==> src/rtl/stereo_route_mixer.sv <==
module stereo_route_mixer #(
  parameter int W = 16
) (
  input  logic                clk,
  input  logic                rst_n,
  input  logic                smp_vld,
  input  logic [15:8]         pb_route,
  input  logic [15:8]         cap_route,
  input  logic                dac_en,
  input  logic                adc_en,
  input  logic [1:0]          play_slot_en,
  input  logic [1:0]          rec_slot_en,
  input  logic signed [W-1:0] s0_l,
  input  logic signed [W-1:0] s0_r,
  input  logic signed [W-1:0] s1_l,
  input  logic signed [W-1:0] s1_r,
  input  logic signed [W-1:0] if2_l,
  input  logic signed [W-1:0] if2_r,
  input  logic signed [W-1:0] adc_l,
  input  logic signed [W-1:0] adc_r,
  output logic signed [W-1:0] dac_l,
  output logic signed [W-1:0] dac_r,
  output logic signed [W-1:0] rec_l,
  output logic signed [W-1:0] rec_r,
  output logic                out_vld
);
  localparam int SW = W + 2;
  localparam logic signed [SW-1:0] MAXV = {3'b000, {(W-1){1'b1}}};
  localparam logic signed [SW-1:0] MINV = {3'b111, {(W-1){1'b0}}};

  function automatic logic signed [SW-1:0] ext(input logic on, input logic signed [W-1:0] x);
    return on ? {{2{x[W-1]}}, x} : '0;
  endfunction

  function automatic logic signed [W-1:0] mix4(input logic [3:0] en,
      input logic signed [W-1:0] a, input logic signed [W-1:0] b,
      input logic signed [W-1:0] c, input logic signed [W-1:0] d);
    logic signed [SW-1:0] acc;
    acc = ext(en[3], a) + ext(en[2], b) + ext(en[1], c) + ext(en[0], d);
    if (acc > MAXV) return MAXV[W-1:0];
    if (acc < MINV) return MINV[W-1:0];
    return acc[W-1:0];
  endfunction

  logic signed [W-1:0] s0l_g, s0r_g;
  assign s0l_g = play_slot_en[1] ? s0_l : '0;
  assign s0r_g = play_slot_en[0] ? s0_r : '0;

  logic signed [W-1:0] pl_n, pr_n, cl_n, cr_n;
  assign pl_n = dac_en ? mix4(pb_route[15:12], s0l_g, s1_l, if2_l, adc_l) : '0;
  assign pr_n = dac_en ? mix4(pb_route[11:8],  s0r_g, s1_r, if2_r, adc_r) : '0;
  assign cl_n = (adc_en && rec_slot_en[1]) ? mix4(cap_route[15:12], s0l_g, if2_l, adc_l, if2_r) : '0;
  assign cr_n = (adc_en && rec_slot_en[0]) ? mix4(cap_route[11:8],  s0r_g, if2_r, adc_r, if2_l) : '0;

  always_ff @(posedge clk) begin
    if (!rst_n) begin
      out_vld <= 1'b0;
      dac_l <= '0;
      dac_r <= '0;
      rec_l <= '0;
      rec_r <= '0;
    end else begin
      out_vld <= smp_vld;
      if (smp_vld) begin
        dac_l <= pl_n;
        dac_r <= pr_n;
        rec_l <= cl_n;
        rec_r <= cr_n;
      end
    end
  end

  AST_VLD_FOLLOWS: assert property (@(posedge clk) disable iff (!rst_n) smp_vld |=> out_vld);
  AST_VLD_ONLY: assert property (@(posedge clk) disable iff (!rst_n) !smp_vld |=> !out_vld);
  AST_HOLD: assert property (@(posedge clk) disable iff (!rst_n) !smp_vld |=> $stable({dac_l, dac_r, rec_l, rec_r}));
  AST_DAC_OFF: assert property (@(posedge clk) disable iff (!rst_n) (smp_vld && !dac_en) |=> (dac_l == '0 && dac_r == '0));
  AST_ADC_OFF: assert property (@(posedge clk) disable iff (!rst_n) (smp_vld && !adc_en) |=> (rec_l == '0 && rec_r == '0));
  AST_REC_SLOT_L: assert property (@(posedge clk) disable iff (!rst_n) (smp_vld && !rec_slot_en[1]) |=> rec_l == '0);
  AST_REC_SLOT_R: assert property (@(posedge clk) disable iff (!rst_n) (smp_vld && !rec_slot_en[0]) |=> rec_r == '0);
endmodule

==> config.mk <==
export PLATFORM = sky130hd
export DESIGN_NAME = stereo_route_mixer
export DESIGN_NICKNAME = d
export VERILOG_FILES = /design/src/rtl/stereo_route_mixer.sv
export SDC_FILE = /design/constraint.sdc
export NUM_CORES = 1
export LEC_CHECK = 0
export BUFFER_PORTS_ARGS = -buffer_cell sky130_fd_sc_hd__buf_2
export CAP_MARGIN = 10
export CELL_PAD_IN_SITES_DETAIL_PLACEMENT = 1
export CELL_PAD_IN_SITES_GLOBAL_PLACEMENT = 2
export CORE_AREA = 2 2 183 185
export DETAILED_ROUTE_END_ITERATION = 6
export DIE_AREA = 0 0 185 187
export GPL_TIMING_DRIVEN = 1
export PLACE_DENSITY = 0.84
export SLEW_MARGIN = 20
export SYNTH_ARGS = -nofsm -noshare
export SYNTH_HDL_FRONTEND = slang
export SYNTH_SLANG_ARGS = --single-unit
==> constraint.sdc <==
create_clock -name clk -period 5.39 [get_ports clk]
set_clock_uncertainty 0.1 [all_clocks]
set_input_delay 0.8085 -clock clk [delete_from_list [all_inputs] [get_ports clk]]
set_output_delay 0.8085 -clock clk [all_outputs]
set_load 0.005 [all_outputs]
Word-level counts from Yosys, hierarchy flattened
Cells that the tools add are included. W data, S select, Z words.

Logic and storage cells: 77. Bits of input ports: 153. Register bits after elaboration: 65.

$add $sub $neg: 12. Reductions and logical operators: 2. Multiplexer cells: 50. $lt $le $gt $ge: 8.

Operators with widths (count): $mux W16 (22); $mux W18 (16); $add A18 B18 Y18 (12); $gt A18 B16 Y1 const B (4); $lt A18 B16 Y1 const B (4); $mux W1 (12); $logic_and A1 B1 Y1 (2).

Logic depth before layout (Yosys ltp)
Depth in word-level cells: 11. Gate-level depth with buffers: 17.

Worst setup path before layout
No wires, ideal clock.

Kind: input to register. Start: input port pb_route[15] in the netlist's numbering. End: register dac_l[11]. Stages: 15. Path slack: 0.592 ns. Library setup time: 0.122 ns. Data required time: 5.168 ns. Arrival: 4.576 ns. Cells stage by stage: clkbuf_1 and3_1 fa_1 fa_1 ha_1 inv_1 fa_1 and2b_1 o211ai_1 a21o_1 o2111a_1 or3_1 a21oi_2 nor2_2 a221o_1.

Longest elaborated chain between the ends: 10.

Ends and longest elaborated chain: start: declaration (line 7) `input logic [15:8] pb_route,`; $mux W18 * (line 32) `return on ? {{2{x[W-1]}}, x} : '0;`; $add A18 B18 Y18 * (3 in series) (line 39) `acc = ext(en[3], a) + ext(en[2], b) + ext(en[1], c) + ext(en[0], d);`; $lt A18 B16 Y1 (line 41) `if (acc < MINV) return MINV[W-1:0];`; $mux W1 (2 in series) (line 41); $mux W16 (line 42) `return acc[W-1:0];`; $mux W16 * (line 41); $mux W16 * (line 50) `assign pl_n = dac_en ? mix4(pb_route[15:12], s0l_g, s1_l, if2_l, adc_l) : '0;`; end signal: assignment (line 65) `dac_l <= pl_n;`; end: declaration (line 21) `output logic signed [W-1:0] dac_l,`.

Every way passes the cells marked *; elsewhere a longest branch is shown, timed or not. The select of a mux whose other input is x is not followed. A chain may end at the register's enable or synchronous reset.

Worst setup path after layout
Start: input port play_slot_en[1]. End: register dac_l[2].

Longest elaborated chain between the ends: 11.

Ends and longest elaborated chain: start: declaration (line 11) `input logic [1:0] play_slot_en,`; $mux W16 * (line 46) `assign s0l_g = play_slot_en[1] ? s0_l : '0;`; $mux W18 * (line 32); $add A18 B18 Y18 * (3 in series) (line 39); $lt A18 B16 Y1 (line 41); $mux W1 (2 in series) (line 41); $mux W16 (line 42); $mux W16 * (line 41); $mux W16 * (line 50).

Marks and branches as above.

==> run metrics <==
Clock transition at path regs 0.06 ns; Worst Setup Start Kind primary input; crit path capture dac_l[2]; layout cell share with drive strength beyond 1 17.98%; NumNets Final 1863; clk root buf clkbuf_16; crit path DAT 5.23 ns; Synth Register Bits 65; RSZ-0062 raised after global routing no; fraction of the mapped netlist area in simple logic gates 22.22%; initial antenna violation count 8; P_leak 6.540 nW; clock sinks 65; Worst Setup End Kind flip-flop; Synth Area in XOR/XNOR 3.951%; Most used DFF post-synth dfxtp_1; reg2reg end rec_l[6]; synthesized area 10640 um^2; worst setup path category primary input to flip-flop; hold slack 0.3679 ns; Final GP Congestion 0.9424; CTS Hold Buffers Added 0; most frequent cells in the layout inv_1, buf_2, nand2_1; Ys Warns 0; asr flop ratio synth 0%; TritonCTS clock tree yes; placed cell count 1947; P&R area growth vs syn 17.37%; worst-case reg-to-reg path depth 2; compound-cell area share of the yosys netlist 18.18%; most common cell after layout, fill and taps aside inv_1; register-to-register setup slack 4.43 ns; die width 185 um; min Tclk post-route 5.044 ns; number of detailed-route iterations in the first pass 7; Post-synth EDFFs 0; Final setup viols 0; combinational family with the most area after synthesis adder cells; clock insertion delay at the later pin of the skew report 0.35 ns; Syn Inst Count 1319; Routed Antenna Nets 0; Final Hold Viols 0; Synth Area per Inst 8.068 um^2; Slew Limit Fails 0; Crit. Startpoint play_slot_en[1]; FF-to-FF Start rec_l[6]; total wire length 40.17 mm; Die H 187 um; Max FO, Critical Path 32; vias in the first global route 10640; drt drc 0; htree depth 3; Die ar. 34600 um^2; core area 32860 um^2; initial DRC count 512; worst hold-check path type flip-flop to flip-flop; Power Density 263.4 nW/um^2; met2 wire len 18.90 mm; Clock Path Buffers 2; postcts setup bufs 0; run status finished clean; GRT overflow 0; dpl hpwl 34.67 mm; Vias 10000; Synth Area in Adders 32.83%; max_cap viols 0; Tcrit/Tclk final 93.59%; I/O pins 218; cts bufs inserted 9; Metal-1 WL 17.84 mm; Met3 Routed Length 2.241 mm; maximum vdd drop 0.1407 mV; synth unique cells 74; cell row count 67; worst-margin pin slew 0.7679 ns; initial core utilization 32.38%; fillcell total 4055; DR WL/cell 20.43 um; relative slew slack 48.62%; total global-route track usage 23.42%; register area share after synthesis 12.23%; Vias per Instance 5.089; global-route wire length before repair 60.94 mm; fin cells 1966; largest net degree at the start of global routing 43; max layer used met5; mux share of post-synthesis cell area 0.09406%; Port-buffer cells 217; Required @ worst endpoint 5.58 ns; Syn Nets 1672; fmax 198.2 MHz
## per-stage QoR
stage	util [%]	area, um^2	total power [W]	worst slack [ns]	setup TNS, ns
6_report	38.01	12490	0.003290	0.3456	0
5_1_grt	37.98	12480	0.003544	0.1491	0
4_1_cts	37.94	12470	0.003287	0.1791	0
3_5_place_dp	37.01	12160	0.002644	-0.1970	-1.742
3_3_place_gp	37.01	12160	0.002608	-0.05727	-0.5509
2_1_floorplan	-	10640	0.001979	0.5921	0
## cell families (layout without fill, tap and decap cells)
family	after synthesis	in the layout
buffers and inverters	290	484
DFF	65	65
muxes	1	1
other	0	5
AOI/OAI and AO/OA	259	259
adders and majority gates	200	200
and+or+nand+nor	456	456
xor gates and xnor gates	48	48
## layer usage
layer	track usage [%]	vias up
li1	-	4701
met1	30.79	4958
met2	38.50	282
met3	4.420	57
met4	7.814	6
met5	0	-
## worst max-delay path: stages
cell	delay, ns
buf_2	0.37
and3_1	0.27
fa_1	0.42
fa_1	0.55
ha_1	0.19
inv_1	0.06
fa_1	0.36
and2b_1	0.26
o211ai_1	0.14
a21oi_1	0.41
a31oi_1	0.23
xnor2_2	0.38
o21ai_2	0.18
a211o_1	0.42
a21oi_1	0.16
## registers in the layout, indices dropped and copies added, names as in the netlist
name     cells
dac_l       16
dac_r       16
out_vld      1
rec_l       16
rec_r       16
## area by class of cell
| class | instances | area, um^2 | share of cell area, % |
|---|---|---|---|
| Tap cell | 448 | 560.5 | 4.488 |
| Inverter | 245 | 919.6 | 7.363 |
| Antenna cell | 5 | 12.51 | 0.1002 |
| Sequential cell | 65 | 1301 | 10.42 |
| Multi-Input combinational cell | 964 | 8233 | 65.92 |
| Timing Repair Buffer | 225 | 1159 | 9.277 |
| Clock inverter | 2 | 37.54 | 0.3005 |
| Clock buffer | 12 | 266.5 | 2.134 |
## cells in the mapped netlist (3+ instances only)
cell / n / share of area (%)
a222oi_1: 13 / 1.2
a21oi_1: 61 / 2.9
o21bai_1: 4 / 0.28
nand2b_1: 11 / 0.65
and3_1: 65 / 3.8
a21oi_2: 3 / 0.25
o31a_1: 4 / 0.33
nor3_1: 8 / 0.38
a211oi_1: 14 / 0.99
xor2_1: 10 / 0.82
a31oi_1: 14 / 0.82
o211ai_2: 3 / 0.35
a21bo_2: 3 / 0.28
nor4_1: 3 / 0.18
nand2_1: 134 / 4.7
o21ai_1: 3 / 0.14
o21a_1: 18 / 1.3
nand4_1: 3 / 0.18
nor2_1: 54 / 1.9
dfxtp_1: 65 / 12
a22oi_1: 3 / 0.21
nand3_1: 22 / 1.0
o211ai_1: 7 / 0.49
nor2b_1: 9 / 0.53
buf_2: 3 / 0.14
o21ai_0: 27 / 1.3
and2_1: 131 / 7.7
a211o_1: 4 / 0.33
or2_2: 4 / 0.24
ha_1: 68 / 8.0
clkbuf_1: 38 / 1.3
fa_1: 132 / 25
a21o_1: 19 / 1.3
xnor2_1: 38 / 3.1
a221o_1: 22 / 2.1
inv_1: 245 / 8.6
a2bb2oi_1: 5 / 0.41
## power by group
group	leakage [nW]	internal, W	switching, W
sequential	0.531	0.000574	0.0000578
combinational	5.86	0.000816	0.00122
clock	0.147	0.000391	0.000231
total	6.54	0.00178	0.00151
## how the worst min path moves through the flow
stage | startpoint | endpoint | slack, ns | cells past startpoint
after CTS | dac_l[2] | dac_l[2] | 0.37 | 2
final | dac_l[2] | dac_l[2] | 0.37 | 2
after global placement | dac_l[2] | dac_l[2] | 0.37 | 2
after detailed placement | dac_l[2] | dac_l[2] | 0.36 | 2
after floorplan | dac_l[2] | dac_l[2] | 0.36 | 2
after global routing | dac_l[8] | dac_l[8] | 0.41 | 1
## repair_timing
action                                  in CTS  in global routing
resized for setup                            0                  2
hold endpoints to repair                     0                  0
endpoints found under the setup margin       0                 11
(Power assumes the default switching activity.)
